===== config.mk =====
export PLATFORM = sky130hd
export DESIGN_NAME = spi_ssel_frontend
export DESIGN_NICKNAME = d
export VERILOG_FILES = /design/src/rtl/spi_ssel_pkg.sv /design/src/rtl/spi_ssel_sync.sv /design/src/rtl/spi_ssel_count.sv /design/src/rtl/spi_ssel_ctrl.sv /design/src/rtl/spi_ssel_flags.sv /design/src/rtl/spi_ssel_frontend.sv
export SDC_FILE = /design/constraint.sdc
export NUM_CORES = 1
export LEC_CHECK = 0
export ABC_AREA = 1
export BUFFER_PORTS_ARGS = -buffer_cell sky130_fd_sc_hd__buf_4
export CORE_MARGIN = 2
export CORE_UTILIZATION = 30
export CTS_CLUSTER_SIZE = 28
export DETAILED_ROUTE_END_ITERATION = 10
export PLACE_DENSITY_LB_ADDON = 0.2
export SYNTH_ARGS = -nofsm -noshare
export SYNTH_HDL_FRONTEND = slang
export SYNTH_SLANG_ARGS = --single-unit

===== constraint.sdc =====
create_clock -name clk -period 2.6 [get_ports clk]
set_input_delay 0.52 -clock clk [delete_from_list [all_inputs] [get_ports clk]]
set_output_delay 0.52 -clock clk [all_outputs]
set_load 0.02 [all_outputs]

===== src/rtl/spi_ssel_pkg.sv =====
package spi_ssel_pkg;
  typedef enum logic [1:0] {
    ST_IDLE   = 2'd0,
    ST_BUSY   = 2'd1,
    ST_FILLED = 2'd2
  } sel_state_e;

  typedef struct packed {
    logic act_high;
    logic level;
    logic three_wire;
    logic inactive_done;
    logic start_ie;
  } sel_cfg_t;
endpackage


===== src/rtl/spi_ssel_sync.sv =====
module spi_ssel_sync #(
  parameter int WIDTH  = 2,
  parameter int STAGES = 2
) (
  input  logic             clk,
  input  logic             rst_n,
  input  logic [WIDTH-1:0] raw_i,
  output logic [WIDTH-1:0] lvl_o,
  output logic [WIDTH-1:0] rise_o,
  output logic             primed_o
);
  logic [STAGES:0] warm_q;

  always_ff @(posedge clk or negedge rst_n) begin
    if (!rst_n) warm_q <= '0;
    else        warm_q <= {warm_q[STAGES-1:0], 1'b1};
  end
  assign primed_o = warm_q[STAGES];

  for (genvar g = 0; g < WIDTH; g++) begin : g_bit
    logic [STAGES:0] pipe_q;
    always_ff @(posedge clk or negedge rst_n) begin
      if (!rst_n) pipe_q <= '0;
      else        pipe_q <= {pipe_q[STAGES-1:0], raw_i[g]};
    end
    assign lvl_o[g]  = pipe_q[STAGES-1];
    assign rise_o[g] = primed_o & pipe_q[STAGES-1] & ~pipe_q[STAGES];
  end
endmodule


===== src/rtl/spi_ssel_count.sv =====
module spi_ssel_count #(
  parameter int CNT_W = 6
) (
  input  logic             clk,
  input  logic             rst_n,
  input  logic             start_i,
  input  logic             counting_i,
  input  logic             edge_i,
  input  logic [CNT_W-1:0] len_i,
  output logic [CNT_W-1:0] cnt_o,
  output logic             hit_o
);
  logic [CNT_W-1:0] cnt_q;
  logic [CNT_W-1:0] cnt_inc;

  assign cnt_inc = cnt_q + CNT_W'(1);
  assign hit_o   = counting_i & edge_i & (cnt_inc == len_i);

  always_ff @(posedge clk or negedge rst_n) begin
    if (!rst_n)                   cnt_q <= '0;
    else if (start_i)             cnt_q <= edge_i ? CNT_W'(1) : '0;
    else if (counting_i && edge_i) cnt_q <= cnt_inc;
  end
  assign cnt_o = cnt_q;
endmodule


===== src/rtl/spi_ssel_ctrl.sv =====
module spi_ssel_ctrl
  import spi_ssel_pkg::*;
(
  input  logic       clk,
  input  logic       rst_n,
  input  sel_cfg_t   cfg_i,
  input  logic       ssel_lvl_i,
  input  logic       sclk_rise_i,
  input  logic       primed_i,
  input  logic       abort_i,
  input  logic       hit_i,
  output sel_state_e state_o,
  output logic       start_o,
  output logic       counting_o,
  output logic       leave_o,
  output logic       end3_o,
  output logic       abort_end_o
);
  sel_state_e state_q, state_d;
  logic       ss_act, ss_act_q, edge_start;

  assign ss_act     = primed_i & (cfg_i.act_high ? ssel_lvl_i : ~ssel_lvl_i);
  assign edge_start = ss_act & ~ss_act_q;
  assign counting_o = (state_q == ST_BUSY);

  always_ff @(posedge clk or negedge rst_n) begin
    if (!rst_n) ss_act_q <= 1'b0;
    else        ss_act_q <= ss_act;
  end

  always_comb begin
    state_d     = state_q;
    start_o     = 1'b0;
    leave_o     = 1'b0;
    end3_o      = 1'b0;
    abort_end_o = 1'b0;
    if (cfg_i.three_wire) begin
      if (state_q == ST_IDLE) begin
        if (sclk_rise_i) begin
          start_o = 1'b1;
          state_d = ST_BUSY;
        end
      end else if (abort_i || hit_i) begin
        end3_o      = 1'b1;
        abort_end_o = abort_i & ~hit_i;
        state_d     = ST_IDLE;
      end
    end else if (cfg_i.level) begin
      if (state_q == ST_IDLE) begin
        if (ss_act) begin
          start_o = 1'b1;
          state_d = ST_BUSY;
        end
      end else if (!ss_act) begin
        leave_o = 1'b1;
        state_d = ST_IDLE;
      end else if (hit_i) begin
        state_d = ST_FILLED;
      end
    end else begin
      if (state_q == ST_IDLE) begin
        if (edge_start) begin
          start_o = 1'b1;
          state_d = ST_BUSY;
        end
      end else if (hit_i || state_q == ST_FILLED) begin
        state_d = ST_IDLE;
      end
    end
  end

  always_ff @(posedge clk or negedge rst_n) begin
    if (!rst_n) state_q <= ST_IDLE;
    else        state_q <= state_d;
  end
  assign state_o = state_q;
endmodule


===== src/rtl/spi_ssel_flags.sv =====
module spi_ssel_flags
  import spi_ssel_pkg::*;
(
  input  logic     clk,
  input  logic     rst_n,
  input  sel_cfg_t cfg_i,
  input  logic     start_i,
  input  logic     hit_i,
  input  logic     leave_i,
  input  logic     filled_i,
  input  logic     end3_i,
  input  logic     abort_end_i,
  input  logic     done_clr_i,
  input  logic     start_clr_i,
  output logic     done_o,
  output logic     met_o,
  output logic     start_sts_o,
  output logic     start_irq_o
);
  logic done_q, met_q, sts_q, done_set;

  assign done_set = hit_i | abort_end_i | (leave_i & cfg_i.inactive_done);

  always_ff @(posedge clk or negedge rst_n) begin
    if (!rst_n) begin
      done_q <= 1'b0;
      met_q  <= 1'b0;
      sts_q  <= 1'b0;
    end else begin
      if (done_set)        done_q <= 1'b1;
      else if (done_clr_i) done_q <= 1'b0;

      if (leave_i)     met_q <= filled_i | hit_i;
      else if (end3_i) met_q <= hit_i;

      if (start_i && cfg_i.three_wire) sts_q <= 1'b1;
      else if (end3_i || start_clr_i)  sts_q <= 1'b0;
    end
  end

  assign done_o      = done_q;
  assign met_o       = met_q;
  assign start_sts_o = sts_q;
  assign start_irq_o = sts_q & cfg_i.start_ie;
endmodule


===== src/rtl/spi_ssel_frontend.sv =====
module spi_ssel_frontend
  import spi_ssel_pkg::*;
#(
  parameter int MAX_BITS    = 32,
  parameter int SYNC_STAGES = 2,
  localparam int LEN_W      = $clog2(MAX_BITS),
  localparam int CNT_W      = $clog2(MAX_BITS + 1)
) (
  input  logic             clk,
  input  logic             rst_n,
  input  logic             ssel_pin,
  input  logic             sclk_pin,
  input  logic             ssel_act_high,
  input  logic             level_mode,
  input  logic             three_wire,
  input  logic             inactive_done_en,
  input  logic             start_ie,
  input  logic [LEN_W-1:0] word_len,
  input  logic             done_clr,
  input  logic             start_clr,
  input  logic             abort,
  output logic             busy,
  output logic             done_flag,
  output logic             len_met,
  output logic             start_sts,
  output logic             start_irq,
  output logic [CNT_W-1:0] bit_cnt
);
  sel_cfg_t   cfg;
  logic [1:0] sync_lvl, sync_rise;
  logic       primed, start, counting, leave, end3, abort_end, hit;
  logic [CNT_W-1:0] len_eff;
  sel_state_e state;

  assign cfg = '{act_high: ssel_act_high, level: level_mode, three_wire: three_wire,
                 inactive_done: inactive_done_en, start_ie: start_ie};
  assign len_eff = (word_len == '0) ? CNT_W'(MAX_BITS) : CNT_W'(word_len);

  spi_ssel_sync #(.WIDTH(2), .STAGES(SYNC_STAGES)) u_sync (
    .clk(clk), .rst_n(rst_n), .raw_i({sclk_pin, ssel_pin}),
    .lvl_o(sync_lvl), .rise_o(sync_rise), .primed_o(primed)
  );

  spi_ssel_ctrl u_ctrl (
    .clk(clk), .rst_n(rst_n), .cfg_i(cfg), .ssel_lvl_i(sync_lvl[0]),
    .sclk_rise_i(sync_rise[1]), .primed_i(primed), .abort_i(abort), .hit_i(hit),
    .state_o(state), .start_o(start), .counting_o(counting), .leave_o(leave),
    .end3_o(end3), .abort_end_o(abort_end)
  );

  spi_ssel_count #(.CNT_W(CNT_W)) u_count (
    .clk(clk), .rst_n(rst_n), .start_i(start), .counting_i(counting),
    .edge_i(sync_rise[1]), .len_i(len_eff), .cnt_o(bit_cnt), .hit_o(hit)
  );

  spi_ssel_flags u_flags (
    .clk(clk), .rst_n(rst_n), .cfg_i(cfg), .start_i(start), .hit_i(hit),
    .leave_i(leave), .filled_i(state == ST_FILLED), .end3_i(end3),
    .abort_end_i(abort_end), .done_clr_i(done_clr), .start_clr_i(start_clr),
    .done_o(done_flag), .met_o(len_met), .start_sts_o(start_sts), .start_irq_o(start_irq)
  );

  assign busy = (state != ST_IDLE);

  logic unused_lvl;
  assign unused_lvl = sync_lvl[1] ^ sync_rise[0];
endmodule


### After elaboration in Yosys (flattened, before gate mapping)

Cells that the tools add are included.
W data, S select, Z words.

| cells by class | value |
|---|---|
| equal/unequal tests | 8 |
| add/sub/neg operators | 1 |
| bitwise operators | 16 |
| reduce and logical (&&, ||, !) cells | 14 |
| mux-type cells | 41 |

Operator list:

| operator | number |
|---|---|
| $mux W1 | 26 |
| $mux W2 | 12 |
| $mux W6 | 3 |
| $reduce_bool A2 Y1 | 5 |
| $and A1 B1 Y1 | 9 |
| $ne A4 B3 Y1 const B | 2 |
| $add A6 B1 Y6 const B | 1 |
| $eq A6 B6 Y1 | 1 |
| $reduce_and A6 Y1 | 1 |
| $logic_not A5 Y1 | 1 |
| $ne A5 B4 Y1 const B | 1 |
| $not A1 Y1 | 4 |
| $reduce_bool A4 Y1 | 1 |
| $logic_or A1 B1 Y1 | 3 |
| $ne A3 B1 Y1 const B | 1 |
| $ne A3 B2 Y1 const B | 1 |
| $or A1 B1 Y1 | 3 |
| $eq A2 B1 Y1 const B | 1 |
| $eq A2 B2 Y1 const B | 1 |
| $logic_and A1 B1 Y1 | 2 |
| $logic_not A2 Y1 | 1 |

| storage, ports and cells | value |
|---|---|
| input port bits | 17 |
| register bits after elaboration | 20 |
| word-level logic and storage cells | 89 |
| output and inout port bits | 11 |

### Logic depth before layout (Yosys ltp)

Gate-level depths: netlist of run 1.

| depth | value |
|---|---|
| depth after elaboration | 12 |
| depth in mapped cells | 14 |
| gate-level depth less buffers | 14 |

### Hierarchy

Synthesis of run 1 repeated with hierarchy kept, for this count alone.

| unflattened totals | value |
|---|---|
| cells, all modules | 172 |
| area total of the unflattened synthesis | 1255.0 sq um |

By module, submodules not included:

| module | sequential area each (sq um) | area an instance (sq um) | times used | cells an instance |
|---|---|---|---|---|
| spi_ssel_count | 150.1 | 474.2 | 1 | 74 |
| spi_ssel_ctrl | 75.1 | 316.6 | 1 | 49 |
| spi_ssel_sync | 225.2 | 264.0 | 1 | 16 |
| spi_ssel_flags | 75.1 | 141.4 | 1 | 18 |
| spi_ssel_frontend | 0.0 | 58.8 | 1 | 15 |

### Least setup slack after synthesis of run 1

No wires, ideal clock.

| timing path | value |
|---|---|
| path type | register -> register |
| start point | register u_count.cnt_q[0] (netlist: u_count.cnt_o[0]) |
| end point | register u_ctrl.state_q[0] (netlist: u_ctrl.state_o[0]) |
| buffers on the path | 0 |
| stages on the path, launching flop included | 15 |
| required time | 2.472 ns |
| slack | 0.818 ns |
| setup time | 0.128 ns |
| data arrival time | 1.654 ns |
| period minus slack after synthesis | 1.782 ns |
| cells stage by stage | dfrtp_1 ha_1 inv_1 nand2_1 nand2_1 nor2_1 nand3_1 nor2_2 nand3_2 nand2_2 nand2_1 nand2_1 nand2_1 nand2_1 nand2_1 |

| on the way | value |
|---|---|
| longest elaborated chain between the ends | 6 |
| elaborated cells on any way between the ends | 9 |
| those cells by class | add/sub: 1; eq/ne: 3; bitwise: 1; reduce/logical: 4 |

RTL lines:

| item | line | RTL |
|---|---|---|
| start: declaration | spi_ssel_count.sv:13 | `logic [CNT_W-1:0] cnt_q;` |
| start signal: assignment | spi_ssel_count.sv:21 | `else if (start_i) cnt_q <= edge_i ? CNT_W'(1) : '0;` |
| start signal: assignment | spi_ssel_count.sv:22 | `else if (counting_i && edge_i) cnt_q <= cnt_inc;` |
| $add A6 B1 Y6 * | spi_ssel_count.sv:16 | `assign cnt_inc = cnt_q + CNT_W'(1);` |
| $eq A6 B6 Y1 * | spi_ssel_count.sv:17 | `assign hit_o = counting_i & edge_i & (cnt_inc == len_i);` |
| $and A1 B1 Y1 * | spi_ssel_count.sv:17 |  |
| $logic_or A1 B1 Y1, on equally long branches | spi_ssel_ctrl.sv:43, spi_ssel_ctrl.sv:66 |  |
| $ne A3 B1 Y1 (no source line) / $reduce_bool A4 Y1 (equally long branches) | -- |  |
| $reduce_and A6 Y1 (no source line) * | -- |  |
| end signal: assignment | spi_ssel_ctrl.sv:74 | `else state_q <= state_d;` |
| end: declaration | spi_ssel_ctrl.sv:19 | `sel_state_e state_q, state_d;` |

Mark *: on every way between the ends. The rest lies on a longest branch, timed or not.
A chain may end at the register's enable or synchronous reset.

### Worst setup path in the final report of run 1

Ends and elaborated chain as after synthesis.

==> results of run 1 <==
## layout make-up
class / count / area (um^2)
Fill cell: 385 / 2193
Sequential cell: 20 / 500.5
Multi-Input combinational cell: 100 / 494.2
Timing Repair Buffer: 27 / 202.7
Inverter: 37 / 138.9
Tap cell: 48 / 60.06
Clock buffer: 3 / 41.29
Clock inverter: 1 / 30.03
## layout by cell type (no fill, tap or decap), types with 2 or more instances in the layout
cell and count:
dfrtp_1 20, nand3_1 17, a21oi_1 5, o21bai_1 2
nand4_1 4, buf_4 27, nor2_1 10, nor2_2 2
a22oi_1 3, clkbuf_8 3, o21ai_0 3, nand3_2 2
inv_1 36, nand2_1 43
## state kept, by name, summed over array words and instances, names as in the netlist
register,flops
u_count.cnt_o,6
u_sync.g_bit.pipe_q,5
u_sync.warm_q,3
u_ctrl.state_o,2
u_ctrl.ss_act_q,1
u_flags.done_o,1
u_flags.met_o,1
u_flags.start_sts_o,1
## logic make-up (layout without fill, tap and decap cells)
logic type               after synthesis  count (layout)  synth area share (%)
AO/OA/AOI/OAI                         17              17                 9.539
adder cells (fa/ha/maj)                1               1                 1.096
buffers and inverters                 38              68                 12.83
flip-flops                            20              20                 43.86
other                                  1               1                0.3286
AND/OR/NAND/NOR                       81              81                 32.35
## worst paths after layout
check	start	endpoint	slack (ns)
setup reg to reg	u_count.cnt_o[0]	u_ctrl.state_o[0]	0.63
min in group clk	u_sync.g_bit[0].pipe_q[0]	u_sync.g_bit[0].pipe_q[1]	0.35
max in group asynchronous	rst_n	u_count.cnt_o[2]	2.28
hold reg to reg	u_sync.g_bit[0].pipe_q[0]	u_sync.g_bit[0].pipe_q[1]	0.35
setup / recovery	u_count.cnt_o[0]	u_ctrl.state_o[0]	0.63
hold / removal	rst_n	u_ctrl.state_o[1]	0.12
## report_power, final
group | leakage, nW | internal (mW) | switching [mW] | total, mW
logic | 0.546 | 0.119 | 0.187 | 0.305
clock network | 0.0357 | 0.206 | 0.108 | 0.314
registers | 0.255 | 0.350 | 0.0442 | 0.394
total | 0.836 | 0.675 | 0.339 | 1.01
## per-stage QoR
step / power, mW / setup WS (ns) / instance area [um^2] / std cells / hold slack, ns
floorplan: 0.5849 / 0.8177 / 1141 / 158 / 0.2244
global placement: 0.7087 / 0.6192 / 1396 / 232 / 0.3336
detailed placement: 0.7094 / 0.6355 / 1396 / 232 / 0.3347
CTS: 1.029 / 0.6218 / 1468 / 236 / 0.1235
global route: 1.078 / 0.4341 / 1468 / 236 / 0.1283
finish: 1.014 / 0.6303 / 1468 / 236 / 0.1159
## layer usage
metal  up-vias  GRT usage (%)  part of all wire [%]
met5         -              0                     0
met2        21          20.71                    47
li1        554              -                     -
met4         0          7.813                   2.4
met1       472          15.32                    46
met3         5          3.082                   4.4
==> impl_metrics.toml, run 1 <==
[detailed_routing]
num_vias = 1052
initialDrtViolationCount = 29
antenna_left = 0
vias_per_cell = 4.458
drt-total-wl_um = 2455
wl_per_cell_um = 10.40
remaining_drc_errors = 0
drt_first_pass_iters = 4

[grt]
grt_pass1_wl_um = 4119
grt_start_max_net_pins = 21
grt_usage_pct = 12.83
antenna_found_initial = 0
grt_overflow = 0
grt_pass1_vias = 984

[sta]
final.min_clock_period_ns = 1.970
fmax_mhz = 507.7
maxSlewViolCount = 0
finalClockSkew_ns = 0.001392
fin_crit_sh_pct = 75.76
rsz0062_at_grt = "no"
hold_viol = 0
tns_ns = 0
finalSetupViolations = 0

[finish]
synthToLayoutAreaGrowth_pct = 28.62
layout-drive-gt1-share_pct = 21.28
finish.utilization_pct = 40.09
nets = 207
diodes = 0

[synthesis]
ys_top_cells_by_count = "nand2_1 (43), inv_1 (36), dfrtp_1 (20)"
ys_types = 23
yosys_warnings = 0
synth_seq_cells = 20
syn_area_per_cell_um2 = 7.222
synth_largest_area_cell = "dfrtp_1"
synthCells = 158
seq_area_frac_synth_pct = 43.86
synth_nets = 176
ys.flop_type = "dfrtp_1"
syn-cell-area_um2 = 1141
ys_top_cells_by_area = "dfrtp_1 (44%), nand2_1 (14%), inv_1 (12%)"
synth_edf_count = 0
synth-async-reset-ratio_pct = 100.0
yosysTopAreaCellShare_pct = 43.86
yosysMostFrequentCell = "nand2_1"

[pwr]
p_leak_nw = 0.8363
power_density_nw_per_um2 = 690.6
ir_worst_vdd_uv = 391.6

[die]
core_um2 = 3661
die_w_um = 65.68
die_h_um = 65.68
die_area_um2 = 4313
start_util_pct = 31.17
rows = 22
io_pins = 28

[clocking]
cts_resized = 0
htreeDepth = 1
clockBufferDepth = 2
insertion_delay_ns = 0.26
cts.root.buffer_cell = "clkbuf_8"
hold_buffers = 0
tritoncts = "yes"
cts_setup_buffers = 0
path_clk_slew_ns = 0.07
cts_sinks = 20
numCtsBuffers = 3

[place]
gp_congestion = 0.8244
dpl.hpwl_um = 1962
port_buffers = 27

[critical_path]
crit_path_start_kind = "flip-flop"
crit_buf_inv = 1
path_cells = "ha_1 -> inv_1 -> nand2_1 -> nand2_1 -> nor2_1 -> nand3_1 -> nor2_2 -> nand3_2 -> nand2_2 -> nand2_1 -> nand2_1 -> nand2_1 -> nand2_1 -> nand2_1"
cp_num_cells = 14
critPathMaxFanout = 7
endpoint_kind = "flip-flop"
cp_top_family = "simple AND/OR/NAND/NOR gates"
rr_worst_depth = 14
critPathSlowestCell = "dfrtp_1"
crit_required_ns = 2.75
max_stage_delay_ns = 0.48
cp.arrival_ns = 2.12
critical_path_class = "reg -> reg"
path_common_cell = "nand2_1"

[status]
status = "complete, no violations"

[run]
drv_cap = 0

[min_path]
min_path_type = "in -> async"
No activity file was read; power rests on OpenSTA's default activity.
==> run 2: changes to the inputs <==
==> constraint.sdc (replaced) <==
create_clock -name clk -period 1.8 [get_ports clk]
set_input_delay 0.36 -clock clk [delete_from_list [all_inputs] [get_ports clk]]
set_output_delay 0.36 -clock clk [all_outputs]
set_load 0.02 [all_outputs]
==> run 2 against run 1 <==
Net effect:
- first-iteration DRC count increased by 110%
- design area is 3.1% higher
- critical path depth unchanged
- maximum frequency is 14% higher
- clock-buffer cell count unchanged
- global-route usage is 0.23 points higher
- final cell count grew 1.7%
- sequential cell count is the same
- sequential share of layout area decreased by 1.0 points
- routed wire length increased by 4.8%
- non-clock buffer count up 4
- critical path type unchanged
- critical endpoint is now u_ctrl.state_o[1]
- highest routed layer unchanged
==> impl_metrics.toml, run 2 (synthesis gave the netlist of run 1 again) <==
[detailed_routing]
vias_per_cell = 4.496
antenna_left = 0
remaining_drc_errors = 0
drt-total-wl_um = 2574
drt_first_pass_iters = 4
wl_per_cell_um = 10.73
num_vias = 1079
initialDrtViolationCount = 60

[critical_path]
critical_path_class = "reg -> reg"
crit_path_start_kind = "flip-flop"
startpoint = "u_count.cnt_o[1]"
endpoint_kind = "flip-flop"
r2r-start = "u_count.cnt_o[1]"
cp-endpoint = "u_ctrl.state_o[1]"
rr_worst_depth = 14
critPathMaxFanout = 3
crit_required_ns = 1.95
r2r-end = "u_ctrl.state_o[1]"
cp.arrival_ns = 1.88
rrSetupSlack_ns = 0.08

[clocking]
numCtsBuffers = 3
path_clk_slew_ns = 0.07
cts_setup_buffers = 0
htreeDepth = 1
cts.root.buffer_cell = "clkbuf_8"
tritoncts = "yes"
clockBufferDepth = 2
cts_sinks = 20
insertion_delay_ns = 0.26

[sta]
final.min_clock_period_ns = 1.725
fin_crit_sh_pct = 95.82
fmax_mhz = 579.8
hold_viol = 0
rsz0062_at_grt = "yes"
finalClockSkew_ns = 0.001567
tns_ns = 0
finalWorstSetupSlack_ns = 0.07519
finalSetupViolations = 0
maxSlewViolCount = 0
whs_ns = 0.2022

[die]
io_pins = 28
die_w_um = 65.68
rows = 22
die_area_um2 = 4313
die_h_um = 65.68
core_um2 = 3661
start_util_pct = 31.17

[grt]
grt_usage_pct = 13.06
grt_pass1_vias = 986
antenna_found_initial = 0
grt_pass1_wl_um = 4215
grt_overflow = 0
grt_start_max_net_pins = 21

[status]
status = "complete, no violations"

[run]
drv_cap = 0

[finish]
mostFrequentLayoutCells = "nand2_1 (43), inv_1 (35), buf_4 (30)"
layout-drive-gt1-share_pct = 23.44
finish.utilization_pct = 41.32
diodes = 0
fin_cells = 240
nets = 211
synthToLayoutAreaGrowth_pct = 32.57
mostFrequentLayoutCell = "nand2_1"
design_area_um2 = 1513
largest_reg_flops = 6

[place]
dpl.cell_count = 235
gp_congestion = 0.8536
place_ws_ns = 0.07506
dpl-instance-area_um2 = 1419
dpl.hpwl_um = 1974
port_buffers = 27

[min_path]
min_path_type = "in -> reg"
hp-start = "sclk_pin"

[pwr]
p_leak_nw = 0.8524
power_mw = 1.515
power_density_nw_per_um2 = 1001
ir_worst_vdd_uv = 548.9
-- run 2: cell count changes in the layout (fill, tap and decap cells not counted) --
cell | previous run | this run
buf_4 | 27 | 30
dlygate4sd3_1 | 0 | 1
ha_1 | 1 | 0
ha_4 | 0 | 1
inv_1 | 36 | 35
inv_2 | 1 | 2
-- run 2: layer usage --
layer / GRT usage [%] / share of wire [%] / vias up
li1: - / - / 558
met1: 15.33 / 45 / 492
met2: 22.10 / 49 / 27
met3: 3.767 / 4.9 / 2
met4: 5.469 / 1.0 / 0
met5: 0 / 0 / -
-- run 2: final cells by class --
| type | instances | area [um^2] |
|---|---|---|
| multi-input cells | 100 | 506.7 |
| inverters | 37 | 138.9 |
| clock buffers | 3 | 41.29 |
| flip-flops and latches | 20 | 500.5 |
| repair buffers | 31 | 235.2 |
| fillers | 379 | 2148 |
| clock inverters | 1 | 30.03 |
| well taps | 48 | 60.06 |
-- run 2: how the worst min path moves through the flow --
stage / end / slack [ns] / cells past startpoint
detailed placement: u_ctrl.state_o[1] / 0.26 / 1
finish: u_sync.g_bit[1].pipe_q[0] / 0.20 / 1
CTS: u_sync.g_bit[1].pipe_q[0] / 0.19 / 1
global route: u_sync.g_bit[1].pipe_q[0] / 0.19 / 1
global placement: u_ctrl.state_o[0] / 0.26 / 1
floorplan: u_count.cnt_o[0] / 0.06 / 0
-- run 2: where the power goes --
part           leakage (nW)  total, mW  internal, mW  switching (mW)
combinational         0.562      0.513         0.212           0.302
clock                0.0357      0.447         0.297           0.150
sequential            0.255      0.555         0.506          0.0487
total                 0.852       1.51          1.01           0.501
-- run 2: what timing repair did --
action | 4_1_cts | 5_1_grt
hold buffers | 1 | 0
endpoints found under the setup margin | 0 | 4
hold endpoints to repair | 20 | 0
gates resized for setup | 0 | 2
-- run 2: critical path: stages (launching register included) --
cell and delay, ns:
dfrtp_1 0.42, ha_4 0.29, inv_2 0.03, nand2_1 0.04, nand2_1 0.05, nor2_1 0.08, nand3_1 0.09, nor2_2 0.14
nand3_2 0.10, nand2_2 0.08, nand2_1 0.05, nand2_1 0.08, nand2_1 0.07, nand2_1 0.06, nand2_1 0.05
==> run 3: changes to the inputs <==
--- a/config.mk
+++ b/config.mk
@@ -8,7 +8,7 @@
 export ABC_AREA = 1
 export BUFFER_PORTS_ARGS = -buffer_cell sky130_fd_sc_hd__buf_4
 export CORE_MARGIN = 2
-export CORE_UTILIZATION = 30
+export CORE_UTILIZATION = 45
 export CTS_CLUSTER_SIZE = 28
 export DETAILED_ROUTE_END_ITERATION = 10
 export PLACE_DENSITY_LB_ADDON = 0.2
==> run 3 against run 2 <==
Net effect:
- design area fell by 0.50%
- sequential cell count unchanged
- routed wire length decreased by 5.3%
- register-to-register slack got worse by 0.06 ns
- critical path depth unchanged
- total power shrank 3.5%
- worst setup slack lost 0.057 ns
- maximum frequency decreased by 3.2%
- first-iteration DRC count shrank 75%
- final cell count shrank 6.3%
- core utilization rose by 21 points
- die area decreased by 32%
- critical path type unchanged
==> impl_metrics.toml, run 3 (synthesis gave the netlist of run 1 again) <==
[detailed_routing]
initialDrtViolationCount = 15
antenna_left = 0
vias_per_cell = 4.920
wl_per_cell_um = 10.84
drt-total-wl_um = 2438
drt_first_pass_iters = 4
num_vias = 1107
remaining_drc_errors = 0

[place]
gp_congestion = 0.8190
dpl.hpwl_um = 1911
port_buffers = 27
place_ws_ns = 0.08237
dpl-instance-area_um2 = 1404

[sta]
finalSetupViolations = 0
fin_crit_sh_pct = 98.98
hold_viol = 0
fmax_mhz = 561.3
final.min_clock_period_ns = 1.782
finalWorstSetupSlack_ns = 0.01831
rsz0062_at_grt = "yes"
finalClockSkew_ns = 0.01662
maxSlewViolCount = 0
whs_ns = 0.1584

[critical_path]
endpoint_kind = "flip-flop"
startpoint = "u_count.cnt_o[0]"
cp.arrival_ns = 1.98
crit_required_ns = 2.00
critical_path_class = "reg -> reg"
critPathMaxFanout = 3
r2r-start = "u_count.cnt_o[0]"
crit_path_start_kind = "flip-flop"

[finish]
diodes = 0
fill_cells = 223
mostFrequentLayoutCells = "nand2_1 (41), inv_1 (35), buf_4 (33)"
layout-drive-gt1-share_pct = 27.18
design_area_um2 = 1505
mostFrequentLayoutCell = "nand2_1"
synthToLayoutAreaGrowth_pct = 31.91
largest_reg_flops = 6
nets = 214
seqCellArea_um2 = 501.7
multi_input_area_um2 = 516.7

[pwr]
power_mw = 1.462
p_leak_nw = 0.8575
ir_worst_vdd_uv = 696.9
power_density_nw_per_um2 = 971.6

[clocking]
numCtsBuffers = 3
cts_sinks = 20
clockBufferDepth = 2
cts.root.buffer_cell = "clkbuf_4"
path_clk_slew_ns = 0.13
insertion_delay_ns = 0.31
tritoncts = "yes"
htreeDepth = 1

[die]
die_area_um2 = 2954
rows = 18
die_h_um = 54.36
io_pins = 28
die_w_um = 54.36
start_util_pct = 46.91
core_um2 = 2432

[grt]
grt_start_max_net_pins = 21
grt_pass1_vias = 999
grt_pass1_wl_um = 4022
antenna_found_initial = 0
grt_usage_pct = 18.98
grt_overflow = 0

[min_path]
min_path_type = "in -> reg"
hp-start = "ssel_pin"

[status]
status = "complete, no violations"

[run]
drv_cap = 0
==> run 3: cell count changes in the layout (fill, tap and decap cells not counted), sizes merged <==
| cell | previous run | this run |
|---|---|---|
| buf | 30 | 33 |
==> run 3: stage by stage <==
step                util [%]  TNS (ns)  instances
floorplan                  -         0        158
finish                 61.88         0        225
global placement       57.72         0        218
CTS                    60.29         0        223
global route           61.88   -0.4303        225
detailed placement     57.72         0        218
==> run 3: report_power, final <==
group	total [mW]	switching, mW	leakage, nW	internal, mW
Combinational	0.537	0.311	0.576	0.226
Sequential	0.554	0.0481	0.253	0.506
Clock	0.372	0.147	0.0279	0.225
Total	1.46	0.506	0.857	0.956
==> run 3: layer usage <==
layer,GRT usage [%],routed length (um)
met1,24.31,1110
met2,31.12,1201
met3,6.011,110
met4,4.583,16
met5,0,0
==> run 3: path summary, 6_finish.rpt <==
kind | depth (start not counted) | endpoint | slack [ns]
max | 14 | u_ctrl.state_o[0] | 0.02
min | 1 | u_sync.g_bit[0].pipe_q[0] | 0.16
max reg2reg | 14 | u_ctrl.state_o[0] | 0.02
min reg2reg | 0 | u_sync.g_bit[1].pipe_q[1] | 0.36
max in group asynchronous | 2 | u_count.cnt_o[2] | 1.11
min in group asynchronous | 2 | u_count.cnt_o[5] | 0.44
==> run 3: worst max-delay path, cell delays in order, from the launching register on <==
cell and delay, ns:
dfrtp_1 0.44, ha_4 0.29, inv_2 0.03, nand2_2 0.04, nand2_2 0.04, nor2_2 0.09, nand3_1 0.08, nor2_2 0.15
nand3_2 0.11, nand2_2 0.08, nand2_1 0.05, nand2_1 0.08, nand2_1 0.07, nand2_1 0.06, nand2_1 0.05
==> run 3: timing repair <==
action | in CTS | in global routing
setup endpoints to repair | 0 | 4
resized for setup | 0 | 7
hold buffers | 1 | 0
setup buffers | 0 | 2
endpoints found under the hold margin | 20 | 0
==> run 3: layout make-up <==
type / count / share of cell area, %
Multi-Input combinational cell: 100 / 34.33
Sequential cell: 20 / 33.33
Timing Repair Buffer: 34 / 17.12
Inverter: 37 / 9.227
Tap cell: 30 / 2.494
Clock inverter: 1 / 1.995
Clock buffer: 3 / 1.496
